===== config.mk =====
export PLATFORM = sky130hd
export DESIGN_NAME = fm0_rx_decoder
export DESIGN_NICKNAME = d
export VERILOG_FILES = /design/src/rtl/fm0_rx_pkg.sv /design/src/rtl/fm0_rx_glitch_filter.sv /design/src/rtl/fm0_rx_ctrl.sv /design/src/rtl/fm0_rx_datapath.sv /design/src/rtl/fm0_rx_decoder.sv
export SDC_FILE = /design/constraint.sdc
export NUM_CORES = 2
export LEC_CHECK = 0
export BUFFER_PORTS_ARGS = -buffer_cell sky130_fd_sc_hd__buf_2
export CAP_MARGIN = 20
export CORE_ASPECT_RATIO = 1.4
export CORE_MARGIN = 4
export CORE_UTILIZATION = 45
export CTS_CLUSTER_DIAMETER = 200
export DETAILED_ROUTE_END_ITERATION = 10
export GPL_ROUTABILITY_DRIVEN = 0
export PLACE_DENSITY = 0.7
export SYNTH_ARGS = -nofsm -noshare
export SYNTH_HDL_FRONTEND = slang
export SYNTH_SLANG_ARGS = --single-unit

===== constraint.sdc =====
create_clock -name clk -period 9.5 [get_ports clk]
set_clock_uncertainty 0.2 [all_clocks]
set_input_delay 2.85 -clock clk [delete_from_list [all_inputs] [get_ports clk]]
set_output_delay 2.85 -clock clk [all_outputs]
set_load 0.02 [all_outputs]

===== src/rtl/fm0_rx_pkg.sv =====
package fm0_rx_pkg;

  typedef enum logic [1:0] {
    ST_IDLE = 2'd0,
    ST_HUNT = 2'd1,
    ST_DATA = 2'd2
  } rxState_e;

  // strobes from the control to the datapath, valid for one cycle
  typedef struct packed {
    logic clrFrame;
    logic shiftEn;
    logic shiftBit;
    logic setDone;
    logic setBitErr;
    logic setOvf;
    logic preErr;
  } rxStrobe_t;

endpackage


===== src/rtl/fm0_rx_glitch_filter.sv =====
module fm0_rx_glitch_filter #(
  parameter int FILT_LEN = 2
) (
  input  logic clk,
  input  logic rstN,
  input  logic rxIn,
  input  logic txActive,
  output logic edgeOut
);

  logic [1:0] syncQ;
  logic       rxClean;
  logic       rxCleanD;

  always_ff @(posedge clk) begin
    if (!rstN) begin
      syncQ    <= '0;
      rxCleanD <= 1'b0;
    end else begin
      syncQ    <= {syncQ[0], rxIn};
      rxCleanD <= rxClean;
    end
  end

  generate
    if (FILT_LEN > 1) begin : g_vote
      logic [FILT_LEN-1:0] hist;
      always_ff @(posedge clk) begin
        if (!rstN) begin
          hist    <= '0;
          rxClean <= 1'b0;
        end else begin
          hist <= {hist[FILT_LEN-2:0], syncQ[1]};
          if (&hist)
            rxClean <= 1'b1;
          else if (~|hist)
            rxClean <= 1'b0;
        end
      end
    end else begin : g_pass
      always_ff @(posedge clk) begin
        if (!rstN) rxClean <= 1'b0;
        else       rxClean <= syncQ[1];
      end
    end
  endgenerate

  // level keeps tracking during transmit so no stale edge appears afterwards
  assign edgeOut = (rxClean ^ rxCleanD) & ~txActive;

endmodule


===== src/rtl/fm0_rx_ctrl.sv =====
module fm0_rx_ctrl
  import fm0_rx_pkg::*;
#(
  parameter int TW       = 16,
  parameter int EPW      = 14,
  parameter int CW       = 10,
  parameter int PRE_LEN  = 4,
  parameter int MAX_BITS = 552,
  parameter int MIN_PER  = 31,
  parameter int MAX_PER  = 625
) (
  input  logic           clk,
  input  logic           rstN,
  input  logic           edgeIn,
  input  logic           txActive,
  input  logic [EPW-1:0] ePer,
  input  logic           tolWide,
  input  logic [CW-1:0]  expLen,
  input  logic [CW-1:0]  bitCnt,
  output rxStrobe_t      stb,
  output logic [TW-1:0]  measPer
);

  localparam int PLOG = (PRE_LEN > 1) ? $clog2(PRE_LEN) : 0;
  localparam int SW   = TW + PLOG + 1;
  localparam logic [PLOG:0]  LAST_ACC = (PLOG+1)'(PRE_LEN - 1);
  localparam logic [CW-1:0]  CAP      = CW'(MAX_BITS);
  localparam logic [TW-1:0]  TMAX     = '1;

  rxState_e       state, stateN;
  logic [TW-1:0]  tmr, tmrN;
  logic [PLOG:0]  nAcc, nAccN;
  logic [SW-1:0]  sum, sumN;
  logic [TW-1:0]  per, perN;
  logic           midSeen, midN;

  // acceptance window for preamble intervals
  logic [TW-1:0] ePerW, dev, winLo, winHi;
  logic          inWin;
  always_comb begin
    ePerW = TW'(ePer);
    dev   = tolWide ? (ePerW >> 1) : (ePerW >> 2);
    if (ePer == '0) begin
      winLo = TW'(MIN_PER);
      winHi = TW'(MAX_PER);
    end else begin
      winLo = ePerW - dev;
      winHi = ePerW + dev;
    end
    inWin = (tmr >= winLo) && (tmr <= winHi);
  end

  // decision thresholds derived from the measured period
  logic [TW-1:0] q3;
  logic [TW:0]   h3;
  assign q3 = per - (per >> 2);
  assign h3 = {1'b0, per} + ({1'b0, per} >> 1);

  always_comb begin
    stb    = '0;
    stateN = state;
    tmrN   = (tmr == TMAX) ? tmr : tmr + 1'b1;
    nAccN  = nAcc;
    sumN   = sum;
    perN   = per;
    midN   = midSeen;
    if (txActive) begin
      stateN = ST_IDLE;
    end else begin
      case (state)
        ST_IDLE: begin
          if (edgeIn) begin
            stateN = ST_HUNT;
            tmrN   = TW'(1);
            nAccN  = '0;
            sumN   = '0;
          end
        end
        ST_HUNT: begin
          if (edgeIn) begin
            tmrN = TW'(1);
            if (inWin) begin
              if (nAcc == LAST_ACC) begin
                stateN       = ST_DATA;
                perN         = TW'((sum + SW'(tmr)) >> PLOG);
                midN         = 1'b0;
                stb.clrFrame = 1'b1;
              end else begin
                nAccN = nAcc + 1'b1;
                sumN  = sum + SW'(tmr);
              end
            end else begin
              stb.preErr = 1'b1;
              nAccN      = '0;
              sumN       = '0;
            end
          end else if (tmr > winHi) begin
            stateN     = ST_IDLE;
            stb.preErr = (nAcc != '0);
          end
        end
        ST_DATA: begin
          if (edgeIn) begin
            if (tmr < q3) begin
              if (midSeen) begin
                stb.setBitErr = 1'b1;
                stateN        = ST_IDLE;
              end else begin
                midN = 1'b1;
              end
            end else begin
              tmrN = TW'(1);
              midN = 1'b0;
              if (bitCnt == CAP) begin
                stb.setOvf = 1'b1;
                stateN     = ST_IDLE;
              end else begin
                stb.shiftEn  = 1'b1;
                stb.shiftBit = ~midSeen;
              end
            end
          end else if ({1'b0, tmr} > h3) begin
            stateN = ST_IDLE;
            if (!midSeen && (bitCnt == expLen))
              stb.setDone = 1'b1;
            else
              stb.setBitErr = 1'b1;
          end
        end
        default: stateN = ST_IDLE;
      endcase
    end
  end

  always_ff @(posedge clk) begin
    if (!rstN) begin
      state   <= ST_IDLE;
      tmr     <= '0;
      nAcc    <= '0;
      sum     <= '0;
      per     <= '0;
      midSeen <= 1'b0;
    end else begin
      state   <= stateN;
      tmr     <= tmrN;
      nAcc    <= nAccN;
      sum     <= sumN;
      per     <= perN;
      midSeen <= midN;
    end
  end

  assign measPer = per;

endmodule


===== src/rtl/fm0_rx_datapath.sv =====
module fm0_rx_datapath
  import fm0_rx_pkg::*;
#(
  parameter int MAX_BITS = 552,
  parameter int CW       = 10,
  parameter int ECW      = 16,
  parameter int PCW      = 8
) (
  input  logic                clk,
  input  logic                rstN,
  input  rxStrobe_t           stb,
  input  logic                edgeIn,
  output logic [MAX_BITS-1:0] dataOut,
  output logic [CW-1:0]       bitCnt,
  output logic                frameDone,
  output logic                bitErr,
  output logic                lenOvf,
  output logic [ECW-1:0]      edgeCnt,
  output logic [PCW-1:0]      preErrCnt
);

  always_ff @(posedge clk) begin
    if (!rstN) begin
      dataOut   <= '0;
      bitCnt    <= '0;
      frameDone <= 1'b0;
      bitErr    <= 1'b0;
      lenOvf    <= 1'b0;
    end else if (stb.clrFrame) begin
      dataOut   <= '0;
      bitCnt    <= '0;
      frameDone <= 1'b0;
      bitErr    <= 1'b0;
      lenOvf    <= 1'b0;
    end else begin
      if (stb.shiftEn) begin
        dataOut <= {dataOut[MAX_BITS-2:0], stb.shiftBit};
        bitCnt  <= bitCnt + 1'b1;
      end
      if (stb.setDone)   frameDone <= 1'b1;
      if (stb.setBitErr) bitErr    <= 1'b1;
      if (stb.setOvf)    lenOvf    <= 1'b1;
    end
  end

  always_ff @(posedge clk) begin
    if (!rstN) begin
      edgeCnt   <= '0;
      preErrCnt <= '0;
    end else begin
      if (edgeIn && (edgeCnt != '1))
        edgeCnt <= edgeCnt + 1'b1;
      if (stb.preErr && (preErrCnt != '1))
        preErrCnt <= preErrCnt + 1'b1;
    end
  end

endmodule


===== src/rtl/fm0_rx_decoder.sv =====
module fm0_rx_decoder
  import fm0_rx_pkg::*;
#(
  parameter int MAX_BITS = 552,
  parameter int CLK_HZ   = 20_000_000,
  parameter int EPW      = 14,
  parameter int TW       = 16,
  parameter int PRE_LEN  = 4,
  parameter int FILT_LEN = 2,
  parameter int ECW      = 16,
  parameter int PCW      = 8,
  localparam int CW      = $clog2(MAX_BITS + 1)
) (
  input  logic                clk,
  input  logic                rstN,
  input  logic                rxIn,
  input  logic                txActive,
  input  logic [EPW-1:0]      ePer,
  input  logic                tolWide,
  input  logic [CW-1:0]       expLen,
  output logic [MAX_BITS-1:0] dataOut,
  output logic [CW-1:0]       bitCnt,
  output logic [TW-1:0]       measPer,
  output logic                frameDone,
  output logic                bitErr,
  output logic                lenOvf,
  output logic [ECW-1:0]      edgeCnt,
  output logic [PCW-1:0]      preErrCnt
);

  localparam int MIN_PER = CLK_HZ / 640_000;
  localparam int MAX_PER = CLK_HZ / 32_000;

  logic      edgeSeen;
  rxStrobe_t stb;

  fm0_rx_glitch_filter #(.FILT_LEN(FILT_LEN)) u_filt (
    .clk      (clk),
    .rstN     (rstN),
    .rxIn     (rxIn),
    .txActive (txActive),
    .edgeOut  (edgeSeen)
  );

  fm0_rx_ctrl #(
    .TW(TW), .EPW(EPW), .CW(CW), .PRE_LEN(PRE_LEN),
    .MAX_BITS(MAX_BITS), .MIN_PER(MIN_PER), .MAX_PER(MAX_PER)
  ) u_ctrl (
    .clk      (clk),
    .rstN     (rstN),
    .edgeIn   (edgeSeen),
    .txActive (txActive),
    .ePer     (ePer),
    .tolWide  (tolWide),
    .expLen   (expLen),
    .bitCnt   (bitCnt),
    .stb      (stb),
    .measPer  (measPer)
  );

  fm0_rx_datapath #(
    .MAX_BITS(MAX_BITS), .CW(CW), .ECW(ECW), .PCW(PCW)
  ) u_dp (
    .clk       (clk),
    .rstN      (rstN),
    .stb       (stb),
    .edgeIn    (edgeSeen),
    .dataOut   (dataOut),
    .bitCnt    (bitCnt),
    .frameDone (frameDone),
    .bitErr    (bitErr),
    .lenOvf    (lenOvf),
    .edgeCnt   (edgeCnt),
    .preErrCnt (preErrCnt)
  );

endmodule


== Word-level counts from Yosys, hierarchy flattened ==
Cells that the tools add are included.
Cells by class
  multiplexer cells: 61
  bitwise operators: 5
  magnitude comparators: 5
  $add $sub $neg: 10
  equal/unequal tests: 21
  reduce and logical (&&, ||, !) cells: 19
Operators by type and width (count)
  $mux 16: 7
  $mux 19: 4
  $pmux 19 s2: 1
  $add 16x1->16 const B: 2
  $pmux 16 s2: 1
  $mux 2: 14
  $mux 1: 24
  $add 19x16->19: 1
  $add 16x15->17: 1
  $gt 16x17->1: 1
  $add 14x16->16: 1
  $eq 16x16->1 const B: 1
  $ge 16x16->1: 1
  $gt 16x16->1: 1
  $le 16x16->1: 1
  $lt 16x16->1: 1
  $ne 16x16->1 const B: 1
  $sub 14x16->16: 1
  $sub 16x14->16: 1
  $logic_not 14->1: 1
  $mux 13: 1
  $mux 3: 4
  $ne 2x1->1 const B: 6
  $add 10x1->10 const B: 1
  other kinds (29): 43
Storage, ports and cells
  flip-flop bits (word level): 652
  input bits: 29
  word-level logic and storage cells: 138

== Logic depth before layout (Yosys ltp) ==
  depth in word-level cells: 10
  mapped depth: 24

== By module ==
Synthesis repeated with hierarchy kept, for this count alone.
Unflattened totals
  cell total of the unflattened synthesis: 2938
  area total of the unflattened synthesis: 28596.2 um^2
Modules (own cells, without submodules)
  fm0_rx_datapath: times used 1, cells an instance 1967, area an instance 20858.8 um^2
  fm0_rx_ctrl: times used 1, cells an instance 955, area an instance 7543.5 um^2
  fm0_rx_glitch_filter: times used 1, cells an instance 16, area an instance 193.9 um^2

== Worst setup path before layout ==
No wires, ideal clock.
  path kind: input -> register
  start point: input tolWide
  end point: register u_ctrl.sum[11]
  path slack: 1.404 ns
  library setup time: 0.117 ns
  stages: 23
  data arrival time: 7.779 ns
  cell sequence: clkbuf_1 > buf_1 > mux2i_1 > ha_1 > nor2b_1 > o31a_1 > o41ai_1 > o2111ai_1 > o311ai_0 > o21ai_0 > xnor2_1 > nand2_1 > ha_1 > a21o_1 > a21o_1 > a221oi_1 > o31ai_1 > a21boi_1 > a311o_2 > and2_1 > buf_2 > buf_6 > a22o_1
Between the ends
  cells in the longest elaborated chain, start to end: 8
  elaborated cells on any way between the ends: 13
  those cells by class: add/sub (2); order compare (2); eq/ne (1); mux (6); reduce/logical (2)
Ends and longest elaborated chain
  start, declared: RTL line fm0_rx_decoder.sv:19  | input logic tolWide,
  $mux 13 (*): RTL line fm0_rx_ctrl.sv:42  | dev = tolWide ? (ePerW >> 1) : (ePerW >> 2);
  $sub 14x16->16 or $add 14x16->16 (tied branches): RTL line fm0_rx_ctrl.sv:47, fm0_rx_ctrl.sv:48
  $mux 16: RTL line fm0_rx_ctrl.sv:43  | if (ePer == '0) begin
  $ge 16x16->1 or $le 16x16->1 (tied branches): RTL line fm0_rx_ctrl.sv:50  | inWin = (tmr >= winLo) && (tmr <= winHi);
  $logic_and 1x1->1 (*): RTL line fm0_rx_ctrl.sv:50
  $mux 19: RTL line fm0_rx_ctrl.sv:82  | if (inWin) begin
  $mux 19: RTL line fm0_rx_ctrl.sv:80  | if (edgeIn) begin
  $pmux 19 s2: RTL line fm0_rx_ctrl.sv:70  | case (state)
  end signal, assigned: RTL line fm0_rx_ctrl.sv:147  | sum <= sumN;
  end, declared: RTL line fm0_rx_ctrl.sv:33  | logic [SW-1:0] sum, sumN;
Mark *: on every way between the ends. The rest lies on a longest branch, timed or not. The select of a mux whose other input is x is not followed.
A chain may end at the register's enable or synchronous reset.

== Worst setup path in the final report ==
  start point: input tolWide
  end point: register u_dp.dataOut[70]
Between the ends
  cells in the longest elaborated chain, start to end: 10
  elaborated cells on any way between the ends: 13
  those cells by class: add/sub (2); order compare (2); mux (7); reduce/logical (2)
Ends and longest elaborated chain
  $mux 13 (*): RTL line fm0_rx_ctrl.sv:42
  $sub 14x16->16 or $add 14x16->16 (tied branches): RTL line fm0_rx_ctrl.sv:47, fm0_rx_ctrl.sv:48
  $mux 16: RTL line fm0_rx_ctrl.sv:43
  $ge 16x16->1 or $le 16x16->1 (tied branches): RTL line fm0_rx_ctrl.sv:50
  $logic_and 1x1->1 (*): RTL line fm0_rx_ctrl.sv:50
  $mux 1 (*): RTL line fm0_rx_ctrl.sv:82
  $mux 1 (*): RTL line fm0_rx_ctrl.sv:80
  $mux 1 (*): RTL line fm0_rx_ctrl.sv:70
  $mux 7 (*): RTL line fm0_rx_ctrl.sv:67  | if (txActive) begin
  $reduce_or 2->1 (no source line) (*)
  end signal, assigned: RTL line fm0_rx_datapath.sv:37  | dataOut <= {dataOut[MAX_BITS-2:0], stb.shiftBit};
  end, declared: RTL line fm0_rx_datapath.sv:13  | output logic [MAX_BITS-1:0] dataOut,
Mark *: on every way between the ends. The rest lies on a longest branch, timed or not.

==> results by group <==
Global route
  • Vias in the first global route: 23400
  • Global-route wire length before repair: 129 mm
  • Number of antenna violations at the first check in global routing: 2
  • Pin count of the biggest net entering global routing: 215
  • Grt total ovfl: 0
  • Total global routing track utilization: 0.241

Synthesis
  • Number of synthesized flops with an enable pin: 0
  • Number of warnings printed during yosys synthesis: 0
  • Commonest cells in the synthesized netlist: sky130_fd_sc_hd__nand2_1 (1175), sky130_fd_sc_hd__dfxtp_1 (651), sky130_fd_sc_hd__a21oi_1 (630)
  • Combined area of all synthesized cells: 27800 µm²
  • Number of distinct library cells after synthesis: 74
  • FFs w/ async S/R, synth: 0
  • Share of the yosys chip area belonging to registers: 0.469
  • Mean area per synthesized cell: 7.93 µm²
  • Dominant cell type by area after synthesis: sky130_fd_sc_hd__dfxtp_1
  • Number of register bits inferred by synthesis: 651
  • Count leader, synth: sky130_fd_sc_hd__nand2_1
  • Post-Synthesis Cells: 3507
  • Post-synth net total: 3683
  • Share of the synthesized area in the top cell type: 0.469
  • Most area-consuming cells after synthesis: sky130_fd_sc_hd__dfxtp_1 (47%), sky130_fd_sc_hd__nand2_1 (16%), sky130_fd_sc_hd__a21oi_1 (11%), sky130_fd_sc_hd__ha_1 (6.4%), sky130_fd_sc_hd__xnor2_1 (1.8%)
  • Top FF cell, synth: sky130_fd_sc_hd__dfxtp_1

Power
  • Max IR drop VDD: 0.000176 V
  • Pwr/cell area: 164 nW/µm²
  • Lkg Pwr: 14.0 nW

Floorplanning
  • Horiz. Die Dim: 218 µm
  • Initial Util: 0.456
  • Overall die area: 65900 µm²
  • Row cnt: 107
  • Die span in y: 302 µm
  • I/O pin total: 634
  • Core Box Area: 61000 µm²

Clocking
  • H-Tree Depth: 3
  • # hold bufs at CTS: 0
  • Resized cells post-CTS: 0
  • CTS tree: built
  • Post-CTS setup buffers: 0
  • Maximum buffer depth of the clock tree: 3
  • Clock net sink count: 651
  • Inserted Clock Buffers: 66
  • CTS Root Cell: sky130_fd_sc_hd__clkbuf_16
  • Latest clock arrival within the worst-skew pair: 0.61 ns
  • Register clock-pin slew on the reported worst setup and hold paths: 0.06 ns

Place
  • HPWL after detailed placement: 60.5 mm
  • Worst-case setup slack after placement: 0.811 ns
  • Port Buf Inserts: 633

Detailed routing
  • Total wirelength of the detailed-routed design: 84.9 mm
  • Detailed-route DRC error count: 0
  • Detailed-routing iteration count for the pre-antenna-repair pass: 6
  • Routed vias: 25600
  • Post-DR vias/cell: 5.25
  • Initial detailed-routing violation count: 2205
  • Average detailed-routed wire length per instance: 17.4 µm
  • Antenna viol nets, final: 0

Worst setup path
  • Class of the most critical setup path: primary input to flop
  • Worst path arrival time: 8.33 ns
  • Required time at the worst-slack endpoint: 9.78 ns
  • Highest net fanout along the worst path: 81
  • Setup crit start kind: primary input
  • Worst setup EP type: flop

STA
  • Setup repair after global routing missed its margin: false
  • Final Slew Violations: 0
  • Worst-margin pin slew: 1.03 ns
  • Number of failing setup endpoints in the final timing report: 0
  • Fraction of the cycle the final worst path needs: 0.847
  • Max Clk Rate: 124 MHz
  • Hold Fails Final Rpt: 0
  • Worst slew margin: 0.315
  • Setup TNS: 0 ns
  • Fin worst setup slack: 1.46 ns
  • Clock period minus worst slack: 8.04 ns

Min path
  • Worst Hold Class: flop to flop

Layout
  • Final net count: 4192
  • Layout cell share with drive strength beyond 1: 0.192
  • Final core area utilization: 0.549
  • Layout area overhead: 20.5%

Status
  • Run status: finished clean

Run
  • Max-cap check violation count: 0
layer usage:
metal	share of wire	wire (µm)	vias to the layer above	track usage
li1	-	-	12700	-
met1	0.40	33600	11900	0.289
met2	0.48	40500	871	0.402
met3	0.081	6900	182	0.0657
met4	0.046	3880	0	0.109
met5	0	0	-	0
worst max-delay path, cell delays in order:
cell and delay [ns]:
sky130_fd_sc_hd__buf_2 0.31, sky130_fd_sc_hd__mux2i_1 0.38, sky130_fd_sc_hd__ha_1 0.30, sky130_fd_sc_hd__nor2b_1 0.14
sky130_fd_sc_hd__o31a_1 0.27, sky130_fd_sc_hd__o41ai_1 0.57, sky130_fd_sc_hd__o2111ai_1 0.21, sky130_fd_sc_hd__o311ai_0 0.19
sky130_fd_sc_hd__o21ai_0 0.23, sky130_fd_sc_hd__or3_1 0.34, sky130_fd_sc_hd__ha_1 0.29, sky130_fd_sc_hd__and4_1 0.20
sky130_fd_sc_hd__o211ai_1 0.08, sky130_fd_sc_hd__o31ai_1 0.42, sky130_fd_sc_hd__a21boi_1 0.27, sky130_fd_sc_hd__nand2_1 0.13
sky130_fd_sc_hd__o21ai_4 0.22, sky130_fd_sc_hd__buf_12 0.34, sky130_fd_sc_hd__buf_4 0.39, sky130_fd_sc_hd__a21oi_1 0.08
final cells by class:
cell class	instances	area, µm²
Antenna cell	1	2.50
Clock buffer	98	1900
Clock inverter	16	186
Fill cell	5786	27500
Inverter	65	244
Multi-Input combinational cell	2577	13600
Sequential cell	651	13000
Tap cell	817	1020
Timing Repair Buffer	655	3480
where the power goes:
| group | total (mW) | switching [mW] | internal [mW] | leakage (nW) |
|---|---|---|---|---|
| Clock | 2.51 | 1.10 | 1.41 | 1.01 |
| Combinational | 0.236 | 0.149 | 0.0872 | 7.74 |
| Sequential | 2.73 | 0.00231 | 2.73 | 5.24 |
| Total | 5.48 | 1.26 | 4.23 | 14.0 |
worst paths after layout:
kind | end | slack, ns | depth (start not counted) | startpoint
min reg2reg | u_filt.syncQ[1] | 0.23 | 1 | u_filt.syncQ[0]
max reg2reg | u_dp.dataOut[220] | 3.60 | 20 | u_ctrl.measPer[2]
min | u_filt.syncQ[1] | 0.23 | 1 | u_filt.syncQ[0]
max | u_dp.dataOut[70] | 1.46 | 20 | tolWide
sequential cells by signal, indices dropped and copies added, names as in the netlist:
signal              cells
u_dp.lenOvf             1
u_ctrl.tmr             16
u_dp.bitErr             1
u_dp.bitCnt            10
u_filt.rxCleanD         1
u_ctrl.measPer         16
u_dp.dataOut          552
u_dp.frameDone          1
u_dp.preErrCnt          8
u_ctrl.sum             18
u_ctrl.state            2
u_ctrl.midSeen          1
u_filt.syncQ            2
u_ctrl.nAcc             3
u_filt.rxClean          1
u_dp.edgeCnt           16
u_filt.g_vote.hist      2
cell families (layout without fill, tap and decap cells):
group,after synthesis,count (layout),synth area share
AND/OR/NAND/NOR,1489,1489,0.219
other,0,1,0
AO/OA/AOI/OAI,811,811,0.160
buffers and inverters,279,834,0.0419
XOR/XNOR,98,98,0.0309
flip-flops,651,651,0.469
adder cells (fa/ha/maj),147,147,0.0675
multiplexers,32,32,0.0116
layout by cell type (no fill, tap or decap), drive strengths merged, types with 17 or more instances in the layout:
cell and count:
mux2i 30, o21ai 50, nor2 113, clkbuf 98, a21oi 630, nand3 35, nand2 1175, xnor2 56
or3 17, xor2 42, inv 68, nor3 35, dfxtp 651, ha 142, buf 655
stage by stage:
step	instances	hold WS [ns]	total power [mW]	instance area, µm²
after floorplan	3507	0.212	2.97	27800
after global placement	4765	0.215	3.03	31400
after detailed placement	4765	0.220	3.03	31400
after CTS	4879	0.237	5.54	33500
after global routing	4879	0.252	5.68	33500
final	4880	0.234	5.48	33500
No activity file was read; power rests on OpenSTA's default activity.
